[src/rtl/winmap_pkg.sv]
package winmap_pkg;

  typedef enum logic [1:0] {
    SZ_BYTE = 2'd0,
    SZ_HALF = 2'd1,
    SZ_WORD = 2'd2
  } accSize_t;

  typedef enum logic [2:0] {
    PH_IDLE,
    PH_WLO,
    PH_WMID,
    PH_WHI,
    PH_DATA,
    PH_DUMMY,
    PH_RESP
  } phase_t;

  // strobes from control to datapath
  typedef struct packed {
    logic   capture;
    logic   commitBase;
    logic   latchData;
    logic   markFail;
    phase_t phase;
  } ctrlStrobe_t;

  localparam int FN_ADDR_W = 17;
  localparam int OFS_W     = 16;

  localparam logic [FN_ADDR_W-1:0] WIN_LO_ADDR  = 17'h1000A;
  localparam logic [FN_ADDR_W-1:0] WIN_MID_ADDR = 17'h1000B;
  localparam logic [FN_ADDR_W-1:0] WIN_HI_ADDR  = 17'h1000C;

  localparam logic [7:0] WIN_LO_MASK  = 8'h80;
  localparam logic [7:0] WIN_MID_MASK = 8'hFF;
  localparam logic [7:0] WIN_HI_MASK  = 8'hFF;

  localparam logic [OFS_W-1:0] OFS_KEEP_MASK = 16'h7FFF;
  localparam int               OFS_WIDE_BIT  = 15;

  function automatic logic [31:0] fitWidth(accSize_t sz, logic [31:0] v);
    case (sz)
      SZ_BYTE: return {24'h0, v[7:0]};
      SZ_HALF: return {16'h0, v[15:0]};
      default: return v;
    endcase
  endfunction

endpackage

[src/rtl/winmap_ctrl.sv]
module winmap_ctrl
  import winmap_pkg::*;
(
  input  logic        clk,
  input  logic        rstN,
  input  logic        reqValid,
  input  logic        hitNow,
  input  logic        wideWrite,
  input  logic        quirkEn,
  input  logic        dnDone,
  input  logic        dnErr,
  output ctrlStrobe_t strobe,
  output logic        busy,
  output logic        dnValid,
  output logic        respValid,
  output logic        errPulse
);

  phase_t state, nextState;

  always_comb begin
    strobe       = '0;
    strobe.phase = state;
    nextState    = state;
    case (state)
      PH_IDLE: begin
        if (reqValid) begin
          strobe.capture = 1'b1;
          nextState      = hitNow ? PH_DATA : PH_WLO;
        end
      end
      PH_WLO: begin
        if (dnDone) begin
          if (dnErr) begin
            strobe.markFail = 1'b1;
            nextState       = PH_RESP;
          end else begin
            nextState = PH_WMID;
          end
        end
      end
      PH_WMID: begin
        if (dnDone) begin
          if (dnErr) begin
            strobe.markFail = 1'b1;
            nextState       = PH_RESP;
          end else begin
            nextState = PH_WHI;
          end
        end
      end
      PH_WHI: begin
        if (dnDone) begin
          if (dnErr) begin
            strobe.markFail = 1'b1;
            nextState       = PH_RESP;
          end else begin
            strobe.commitBase = 1'b1;
            nextState         = PH_DATA;
          end
        end
      end
      PH_DATA: begin
        if (dnDone) begin
          strobe.latchData = 1'b1;
          nextState        = (quirkEn && wideWrite) ? PH_DUMMY : PH_RESP;
        end
      end
      PH_DUMMY: begin
        if (dnDone) nextState = PH_RESP;
      end
      PH_RESP:  nextState = PH_IDLE;
      default:  nextState = PH_IDLE;
    endcase
  end

  always_ff @(posedge clk) begin
    if (!rstN) begin
      state    <= PH_IDLE;
      errPulse <= 1'b0;
    end else begin
      state    <= nextState;
      errPulse <= dnValid && dnDone && dnErr;
    end
  end

  always_comb begin
    busy      = (state != PH_IDLE);
    respValid = (state == PH_RESP);
    dnValid   = (state == PH_WLO) || (state == PH_WMID) || (state == PH_WHI) ||
                (state == PH_DATA) || (state == PH_DUMMY);
  end

endmodule

[src/rtl/winmap_datapath.sv]
module winmap_datapath
  import winmap_pkg::*;
#(
  parameter int          CORE_W    = 8,
  parameter int          CORE_SIZE = 4096,
  parameter logic [31:0] ENUM_BASE = 32'h1800_0000
) (
  input  logic                 clk,
  input  logic                 rstN,
  input  ctrlStrobe_t          strobe,
  input  logic [CORE_W-1:0]    reqCore,
  input  logic [OFS_W-1:0]     reqOffset,
  input  logic [1:0]           reqSize,
  input  logic                 reqWrite,
  input  logic [31:0]          reqWdata,
  input  logic [31:0]          dnRdata,
  output logic                 hitNow,
  output logic                 wideWrite,
  output logic [FN_ADDR_W-1:0] dnAddr,
  output logic [1:0]           dnSize,
  output logic                 dnWrite,
  output logic [31:0]          dnWdata,
  output logic [31:0]          respData
);

  localparam int          CORE_SHIFT  = $clog2(CORE_SIZE);
  localparam bit          SIZE_POW2   = ((CORE_SIZE & (CORE_SIZE - 1)) == 0);
  localparam logic [31:0] CORE_SIZE_L = 32'(CORE_SIZE);

  logic [31:0]      coreExt, targetNow;
  logic [31:0]      cacheBase, targetQ, wdataQ, rdataQ;
  logic [OFS_W-1:0] offsetQ, dataOfs;
  accSize_t         sizeQ;
  logic             writeQ, failQ;

  assign coreExt = 32'(reqCore);

  generate
    if (SIZE_POW2) begin : g_shiftBase
      assign targetNow = ENUM_BASE + (coreExt << CORE_SHIFT);
    end else begin : g_mulBase
      assign targetNow = ENUM_BASE + coreExt * CORE_SIZE_L;
    end
  endgenerate

  always_ff @(posedge clk) begin
    if (!rstN) begin
      cacheBase <= '1;
      targetQ   <= '0;
      offsetQ   <= '0;
      sizeQ     <= SZ_BYTE;
      writeQ    <= 1'b0;
      wdataQ    <= '0;
      rdataQ    <= '0;
      failQ     <= 1'b0;
    end else begin
      if (strobe.capture) begin
        targetQ <= targetNow;
        offsetQ <= reqOffset;
        sizeQ   <= accSize_t'(reqSize);
        writeQ  <= reqWrite;
        wdataQ  <= reqWdata;
        failQ   <= 1'b0;
      end
      if (strobe.commitBase) cacheBase <= targetQ;
      if (strobe.latchData)  rdataQ    <= dnRdata;
      if (strobe.markFail)   failQ     <= 1'b1;
    end
  end

  assign hitNow    = (targetNow == cacheBase);
  assign wideWrite = writeQ && (sizeQ == SZ_WORD);

  always_comb begin
    dataOfs = (offsetQ | cacheBase[OFS_W-1:0]) & OFS_KEEP_MASK;
    if (sizeQ == SZ_WORD) dataOfs[OFS_WIDE_BIT] = 1'b1;
  end

  always_comb begin
    dnAddr  = '0;
    dnSize  = SZ_BYTE;
    dnWrite = 1'b0;
    dnWdata = '0;
    case (strobe.phase)
      PH_WLO: begin
        dnAddr  = WIN_LO_ADDR;
        dnWrite = 1'b1;
        dnWdata = {24'h0, targetQ[15:8] & WIN_LO_MASK};
      end
      PH_WMID: begin
        dnAddr  = WIN_MID_ADDR;
        dnWrite = 1'b1;
        dnWdata = {24'h0, targetQ[23:16] & WIN_MID_MASK};
      end
      PH_WHI: begin
        dnAddr  = WIN_HI_ADDR;
        dnWrite = 1'b1;
        dnWdata = {24'h0, targetQ[31:24] & WIN_HI_MASK};
      end
      PH_DATA: begin
        dnAddr  = {1'b0, dataOfs};
        dnSize  = sizeQ;
        dnWrite = writeQ;
        dnWdata = wdataQ;
      end
      PH_DUMMY: begin
        dnAddr = '0;
        dnSize = SZ_WORD;
      end
      default: ;
    endcase
  end

  always_comb begin
    if (failQ)       respData = fitWidth(sizeQ, 32'hFFFF_FFFF);
    else if (writeQ) respData = '0;
    else             respData = fitWidth(sizeQ, rdataQ);
  end

endmodule

[src/rtl/winmap_top.sv]
module winmap_top
  import winmap_pkg::*;
#(
  parameter int          CORE_W    = 8,
  parameter int          CORE_SIZE = 4096,
  parameter logic [31:0] ENUM_BASE = 32'h1800_0000
) (
  input  logic                 clk,
  input  logic                 rstN,
  input  logic                 quirkEn,
  input  logic                 reqValid,
  input  logic [CORE_W-1:0]    reqCore,
  input  logic [15:0]          reqOffset,
  input  logic [1:0]           reqSize,
  input  logic                 reqWrite,
  input  logic [31:0]          reqWdata,
  output logic                 busy,
  output logic                 respValid,
  output logic [31:0]          respData,
  output logic                 dnValid,
  output logic [16:0]          dnAddr,
  output logic [1:0]           dnSize,
  output logic                 dnWrite,
  output logic [31:0]          dnWdata,
  input  logic                 dnDone,
  input  logic                 dnErr,
  input  logic [31:0]          dnRdata,
  output logic                 errPulse
);

  ctrlStrobe_t strobe;
  logic        hitNow, wideWrite;

  winmap_ctrl u_ctrl (
    .clk       (clk),
    .rstN      (rstN),
    .reqValid  (reqValid),
    .hitNow    (hitNow),
    .wideWrite (wideWrite),
    .quirkEn   (quirkEn),
    .dnDone    (dnDone),
    .dnErr     (dnErr),
    .strobe    (strobe),
    .busy      (busy),
    .dnValid   (dnValid),
    .respValid (respValid),
    .errPulse  (errPulse)
  );

  winmap_datapath #(
    .CORE_W    (CORE_W),
    .CORE_SIZE (CORE_SIZE),
    .ENUM_BASE (ENUM_BASE)
  ) u_dp (
    .clk       (clk),
    .rstN      (rstN),
    .strobe    (strobe),
    .reqCore   (reqCore),
    .reqOffset (reqOffset),
    .reqSize   (reqSize),
    .reqWrite  (reqWrite),
    .reqWdata  (reqWdata),
    .dnRdata   (dnRdata),
    .hitNow    (hitNow),
    .wideWrite (wideWrite),
    .dnAddr    (dnAddr),
    .dnSize    (dnSize),
    .dnWrite   (dnWrite),
    .dnWdata   (dnWdata),
    .respData  (respData)
  );

endmodule

[config.mk]
export PLATFORM = sky130hd
export DESIGN_NAME = winmap_top
export DESIGN_NICKNAME = d
export VERILOG_FILES = /design/src/rtl/winmap_pkg.sv /design/src/rtl/winmap_ctrl.sv /design/src/rtl/winmap_datapath.sv /design/src/rtl/winmap_top.sv
export SDC_FILE = /design/constraint.sdc
export NUM_CORES = 1
export LEC_CHECK = 0
export BUFFER_PORTS_ARGS = -buffer_cell sky130_fd_sc_hd__buf_4
export CAP_MARGIN = 20
export CORE_MARGIN = 5
export CORE_UTILIZATION = 40
export DETAILED_ROUTE_END_ITERATION = 10
export GPL_TIMING_DRIVEN = 0
export PLACE_DENSITY = 0.67
export SLEW_MARGIN = 25
export SYNTH_ARGS = -nofsm -noshare
export SYNTH_HDL_FRONTEND = slang
export SYNTH_HIERARCHICAL = 1
export SYNTH_SLANG_ARGS = --single-unit
[constraint.sdc]
create_clock -name clk -period 4.5 [get_ports clk]
set_input_delay 0.675 -clock clk [delete_from_list [all_inputs] [get_ports clk]]
set_output_delay 0.675 -clock clk [all_outputs]
set_load 0.005 [all_outputs]
==> results of run 1 <==
==> cell type report <==
class / count / area (um2)
fillers: 1220 / 5609
multi-input cells: 372 / 2694
flip-flops and latches: 106 / 2122
repair buffers: 183 / 1374
clock buffers: 12 / 256.5
well taps: 172 / 215.2
plain buffers: 41 / 209.0
inverters: 6 / 22.52
clock inverters: 3 / 15.01
==> how the worst max path moves through the flow <==
| stage | endpoint | slack (ns) |
|---|---|---|
| final | dnWdata[3] | 1.70 |
| after global routing | dnWdata[3] | 1.60 |
| after CTS | dnWdata[3] | 1.65 |
| after detailed placement | dnWdata[3] | 2.05 |
| after global placement | dnWdata[3] | 2.11 |
| after floorplan | dnAddr[3] | 2.66 |
==> per-layer routing <==
metal / up-vias / global-route usage, % / part of all wire [%]
met5: - / 0 / 0
met4: 0 / 5.038 / 1.1
met3: 13 / 4.654 / 5.8
met2: 119 / 32.09 / 49
met1: 1990 / 23.52 / 44
li1: 2147 / - / -
==> sequential cells by signal, indices dropped and copies added, names as in the netlist, 2 cells and up <==
register        cells
u_dp/cacheBase     10
u_ctrl/state        3
u_dp/sizeQ          2
u_dp/wdataQ        32
u_dp/offsetQ       15
u_dp/targetQ        9
u_dp/rdataQ        32
==> worst max-delay path: cells and delay by family (launching register included) <==
| family | cells | cell delay (ns) |
|---|---|---|
| simple gates | 2 | 0.67 |
| flops | 1 | 0.60 |
| compound gates | 1 | 0.10 |
| buf+inv | 2 | 0.40 |
==> logic make-up (layout without fill, tap and decap cells) <==
family / count (synthesis) / after routing
buf+inv: 47 / 245
flops: 106 / 106
compound gates: 73 / 73
xor+xnor: 9 / 9
simple gates: 189 / 189
mux: 101 / 101
==> where the power goes <==
group / internal (mW) / total, mW / switching (mW) / leakage (nW)
logic: 0.658 / 1.28 / 0.624 / 1.90
clock network: 0.400 / 0.739 / 0.339 / 0.138
registers: 1.09 / 1.20 / 0.109 / 0.864
==> layout by cell type, fill, tap and decap left out, drive strengths merged, types with 2 or more instances in the layout <==
master / count
mux2i: 101
nor2b: 111
a21oi: 28
a21o: 9
nand3: 2
and2: 29
buf: 203
o21a: 14
o21ai: 9
clkbuf: 33
o31ai: 2
inv: 6
a22oi: 3
xnor2: 9
nand2: 15
a311oi: 2
dfxtp: 106
nor2: 18
nor3b: 2
nor3: 2
nand3b: 2
clkinv: 3
==> summary.txt, run 1 <==
CP arrival - 2.13 ns
Syn_nets - 622
Total of max-cap violations - 0
CTS Hold Bufs - 0
Final min period - 2.801 ns
RePlAce Congestion - 0.8504
Post-CTS setup buffer count - 0
Worst Hold Class - flop to flop
Placed insts - 880
Syn Inst Count - 525
Final worst setup slack - 1.699 ns
Io pins - 185
Post-CTS Resized - 0
Non-Filler Instances - 895
CP max FO - 13
Initial Util - 40.32%
CP required - 3.83 ns
Power per Cell Area - 465.6 mW/mm2
Post-synth EDFFs - 0
Remaining DRCs - 0
Worst Skew - 0.005698 ns
Post-Synth XOR/XNOR Area - 1.562%
Die Ht - 122.3 um
Std-Cell Rows - 41
Slowest stage delay, CP - 0.60 ns
Yosys reg bits - 106
Ys flop type - dfxtp_1
Pre-CTS setup slack - 2.049 ns
Number of port buffers - 183
Initial antenna violation count - 0
Placed inst area - 0.006636 mm2
H-tree depth - 3
Die Footprint - 0.01496 mm2
VDD IR-drop max - 0.2660 mV
Slew Limit Headroom - 62.18%
Largest area contributor in the netlist - dfxtp_1
Setup TNS - 0 ns
Clk slew on worst S/H paths - 0.07 ns
Worst reg2reg setup slack - 2.28 ns
Crit. End Element - output pin
Final Cell Area - 0.006908 mm2
Routed Antenna Nets - 0
Top cells by count, synth - nor2b_1, dfxtp_1, mux2i_1
Unrepaired setup endpoints after global routing - no
Avg WL per Cell - 15.92 um
Netlist cell types - 41
Slew Limit Fails - 0
CTS root buffer - clkbuf_16
Ranking of synthesized cells by area - dfxtp_1, mux2i_1, nor2b_1, and2_1, a21oi_1
Layout cells sized above 1 - 30.43%
Yosys warning total - 6
Critical path launch point - u_ctrl/state[2]$_SDFFE_PN0P_
First-pass GRT wire length - 21,970 um
CP Launch Type - flop
Clock latency on the worst-skew pair - 0.35 ns
Leakage - 2.901 nW
Fraction of registers with async set/reset - 0%
Routed wire length - 14,250 um
Mapped Area - 0.005047 mm2
Share of the synthesized area in the top cell type - 42.04%
Final setup viols - 0
CTS buffer count - 9
Ant. Diodes - 0
Max frequency - 0.3570 GHz
Total number of vias - 4,269
Sequential share of the synthesized area - 42.04%
Slew @ Worst Pin - 0.5666 ns
CTS max path bufs - 2
Clock sink total - 106
Worst r2r dst - u_dp/wdataQ[28]$_SDFFE_PN0P_
Hold Vio Cnt, Final - 0
Most frequent cell after synthesis - nor2b_1
Synth Area in Simple Gates - 22.36%
Die width - 122.3 um
Final Cycle Share - 62.24%
Largest net degree at the start of global routing - 16
Largest family of logic cells by synthesized area - simple AND/OR/NAND/NOR gates
HP Start - u_dp/targetQ[14]$_SDFFE_PN0P_
Crit-path slowest cell - dfxtp_1
Synth Area in Compound Gates - 9.420%
Starting DRT DRC Count - 193
Worst Hold Path EP - u_dp/cacheBase[14]$_SDFFE_PN1P_
Core Area - 0.01252 mm2
DPL Wire Length - 11,020 um
Status - completed
Post-Route Utilization - 55.19%
GRT overflow - 0
Multiplexer share of the synthesized area - 20.03%
CTS tree - yes
Synthesized area per cell - 9.614 um2
Critical Path, Cell by Cell - nor3b_4 -> buf_6 -> nand2_1 -> o21ai_0 -> buf_4
Vias in the first global route - 4,371
Worst R2R Path Depth - 7
Total power - 3.216 mW
All-Layer GR Usage - 18.74%
DRT Pass-1 Iters - 4
CP Class - flop to output pin
Final nets - 816
Worst r2r src - u_ctrl/state[1]$_SDFFE_PN0P_
Area Growth Syn to Fin - 36.86%
Worst hold slack - 0.4812 ns
Hold Crit Depth - 2
Vias per cell - 4.770
Adder-Cell Fraction of Synth Area - 0%
(Power assumes the default switching activity.)
==> run 2: changes to the inputs <==
--- a/config.mk
+++ b/config.mk
@@ -5,13 +5,14 @@
 export SDC_FILE = /design/constraint.sdc
 export NUM_CORES = 1
 export LEC_CHECK = 0
+export ABC_AREA = 1
 export BUFFER_PORTS_ARGS = -buffer_cell sky130_fd_sc_hd__buf_4
 export CAP_MARGIN = 20
 export CORE_MARGIN = 5
 export CORE_UTILIZATION = 40
 export DETAILED_ROUTE_END_ITERATION = 10
 export GPL_TIMING_DRIVEN = 0
-export PLACE_DENSITY = 0.67
+export PLACE_DENSITY = 0.7
 export SLEW_MARGIN = 25
 export SYNTH_ARGS = -nofsm -noshare
 export SYNTH_HDL_FRONTEND = slang
==> constraint.sdc (replaced) <==
create_clock -name clk -period 2.49 [get_ports clk]
set_input_delay 0.3735 -clock clk [delete_from_list [all_inputs] [get_ports clk]]
set_output_delay 0.3735 -clock clk [all_outputs]
set_load 0.005 [all_outputs]
==> summary.txt, run 2 <==
Unrepaired setup endpoints after global routing - no
Netlist cell types - 27 (-34%)
CP arrival - 1.81 ns (-0.32 ns)
Worst r2r src - u_ctrl/state[0]$_SDFFE_PN0P_
CP max FO - 10 (-3)
Slew @ Worst Pin - 0.7355 ns (+0.1689 ns)
Vias in the first global route - 4,848 (+11%)
All-Layer GR Usage - 21.06% (+2.3 points)
Final Cycle Share - 87.74%
Die width - 118.8 um (-2.9%)
Layout cells sized above 1 - 26.54% (-3.9 points)
Worst R2R Path Depth - 4 (-3)
Routed Antenna Nets - 0 (unchanged)
Std-Cell Rows - 39 (-4.9%)
HP Start - reqWdata[3]
Core Area - 0.01152 mm2 (-8.0%)
Hold Crit Depth - 3 (+1)
Area Growth Syn to Fin - 39.59%
Leakage - 3.248 nW (+12%)
Most frequent cell after synthesis - nor2_1
Total number of vias - 5,031 (+18%)
Ys flop type - dfxtp_1
Syn_nets - 793 (+27%)
DRT Pass-1 Iters - 4 (unchanged)
Initial Util - 41.11% (+0.79 points)
Yosys reg bits - 106 (unchanged)
Number of port buffers - 183 (unchanged)
Largest regs - u_dp/rdataQ: 32 flops, u_dp/wdataQ: 32 flops, u_dp/offsetQ: 15 flops
Vias per cell - 4.856 (+1.8%)
Sequential share of the synthesized area - 44.82% (+2.8 points)
CTS buffer count - 9 (unchanged)
Syn Inst Count - 696 (+33%)
Worst Hold Class - input pin to flop
Ant. Diodes - 0 (unchanged)
Final setup viols - 0 (unchanged)
RePlAce Congestion - 0.8620 (+1.4%)
CTS root buffer - clkbuf_16
CTS max path bufs - 2 (unchanged)
Setup TNS - 0 ns (unchanged)
Slew Limit Headroom - 50.56% (-12 points)
Mapped Area - 0.004735 mm2 (-6.2%)
Routed wire length - 15,070 um (+5.8%)
Hold Vio Cnt, Final - 0 (unchanged)
CP Class - flop to output pin
Synthesized area per cell - 6.803 um2 (-29%)
Most frequent cells in the layout - buf_4, nor2_1, dfxtp_1
Max frequency - 0.4577 GHz
Starting DRT DRC Count - 320 (+66%)
Largest area contributor in the netlist - dfxtp_1
Clock latency on the worst-skew pair - 0.34 ns (about the same)
CP Launch Type - flop
First-pass GRT wire length - 24,120 um (+9.8%)
Top cells by count, synth - nor2_1, dfxtp_1, o21ai_0
Final min period - 2.185 ns
Die Ht - 118.8 um (-2.9%)
DPL Wire Length - 11,220 um (+1.7%)
CTS tree - yes
Post-CTS Resized - 0 (unchanged)
Post-CTS setup buffer count - 0 (unchanged)
Ranking of synthesized cells by area - dfxtp_1, nor2_1, o21ai_0, nand2_1, a21oi_1
Avg WL per Cell - 14.55 um (-8.6%)
Initial antenna violation count - 0 (unchanged)
VDD IR-drop max - 0.5460 mV (+110%)
Largest net degree at the start of global routing - 17 (+1)
Worst reg2reg setup slack - 0.35 ns (-1.93 ns)
CTS Hold Bufs - 0 (unchanged)
Post-synth EDFFs - 0 (unchanged)
Worst Hold Path EP - u_dp/wdataQ[3]$_SDFFE_PN0P_
CP required - 2.12 ns (-1.71 ns)
Power per Cell Area - 960.1 mW/mm2 (+110%)
Clk slew on worst S/H paths - 0.07 ns (about the same)
Critical path launch point - u_ctrl/state[2]$_SDFFE_PN0P_
Total of max-cap violations - 0 (unchanged)
Fraction of registers with async set/reset - 0% (unchanged)
Io pins - 185 (unchanged)
H-tree depth - 3 (unchanged)
Worst Skew - 0.006220 ns (+0.0005216 ns)
Final nets - 987 (+21%)
Crit. End Element - output pin
Clock sink total - 106 (unchanged)
Remaining DRCs - 0 (unchanged)
Commonest non-fill, non-tap cell in the layout - buf_4
Slew Limit Fails - 0 (unchanged)
Yosys warning total - 6 (unchanged)
Worst r2r dst - u_dp/cacheBase[13]$_SDFFE_PN1P_
Die Footprint - 0.01411 mm2 (-5.7%)
GRT overflow - 0 (unchanged)
Status - completed
Share of the synthesized area in the top cell type - 44.82% (+2.8 points)
Total power - 6.345 mW (+97%)
run 2: logic make-up (layout without fill, tap and decap cells):
| family | count (synthesis) | after routing | share of synthesized area, % |
|---|---|---|---|
| compound gates | 173 | 173 | 18.47 |
| xor+xnor | 2 | 2 | 0.3700 |
| buf+inv | 108 | 305 | 10.44 |
| flops | 106 | 106 | 44.82 |
| simple gates | 307 | 307 | 25.90 |
run 2: where the power goes:
group | switching (mW) | internal [mW] | total [mW]
logic | 1.46 | 1.03 | 2.49
clock network | 0.606 | 0.901 | 1.51
registers | 0.223 | 2.12 | 2.34
run 2: through the flow:
step | hold slack [ns] | area [um2] | util [%] | instances | setup WS (ns)
after floorplan | 0.4292 | 4735 | - | 696 | 0.8179
after global placement | 0.4431 | 6287 | 54.60 | 1022 | 0.2297
after detailed placement | 0.4461 | 6287 | 54.60 | 1022 | 0.2387
after CTS | 0.2446 | 6603 | 57.33 | 1036 | 0.1999
after global routing | 0.2477 | 6609 | 57.39 | 1036 | 0.1737
final | 0.2544 | 6609 | 57.39 | 1036 | 0.3053
run 2: worst max-delay path by stage:
stage	depth (start not counted)	endpoint	slack [ns]
final	6	dnAddr[15]	0.31
after floorplan	11	u_dp/wdataQ[12]$_SDFFE_PN0P_	0.82
after CTS	4	u_dp/cacheBase[30]$_SDFFE_PN1P_	0.20
after global placement	4	u_dp/cacheBase[13]$_SDFFE_PN1P_	0.23
after global routing	6	dnAddr[15]	0.17
after detailed placement	4	u_dp/cacheBase[16]$_SDFFE_PN1P_	0.24
run 2: layout make-up:
cell class | instances | area (um2)
clock buffers | 10 | 239.0
flip-flops and latches | 106 | 2122
clock inverters | 4 | 76.32
multi-input cells | 482 | 2125
inverters | 65 | 246.5
fillers | 1180 | 4907
well taps | 143 | 178.9
repair buffers | 183 | 1374
plain buffers | 43 | 247.7
run 2: per-layer routing:
layer	vias up	global-route usage, %	part of all wire [%]
li1	2581	-	-
met1	2266	27.55	45
met2	166	34.32	46
met3	18	5.731	7.7
met4	0	5.865	1.6
met5	-	0	0
run 2: worst max-delay path: stages (launching register included):
cell and delay [ns]:
dfxtp_1 0.55, nand2_2 0.13, nor2_4 0.25, inv_4 0.08
buf_6 0.17, nor3_4 0.14, buf_4 0.14
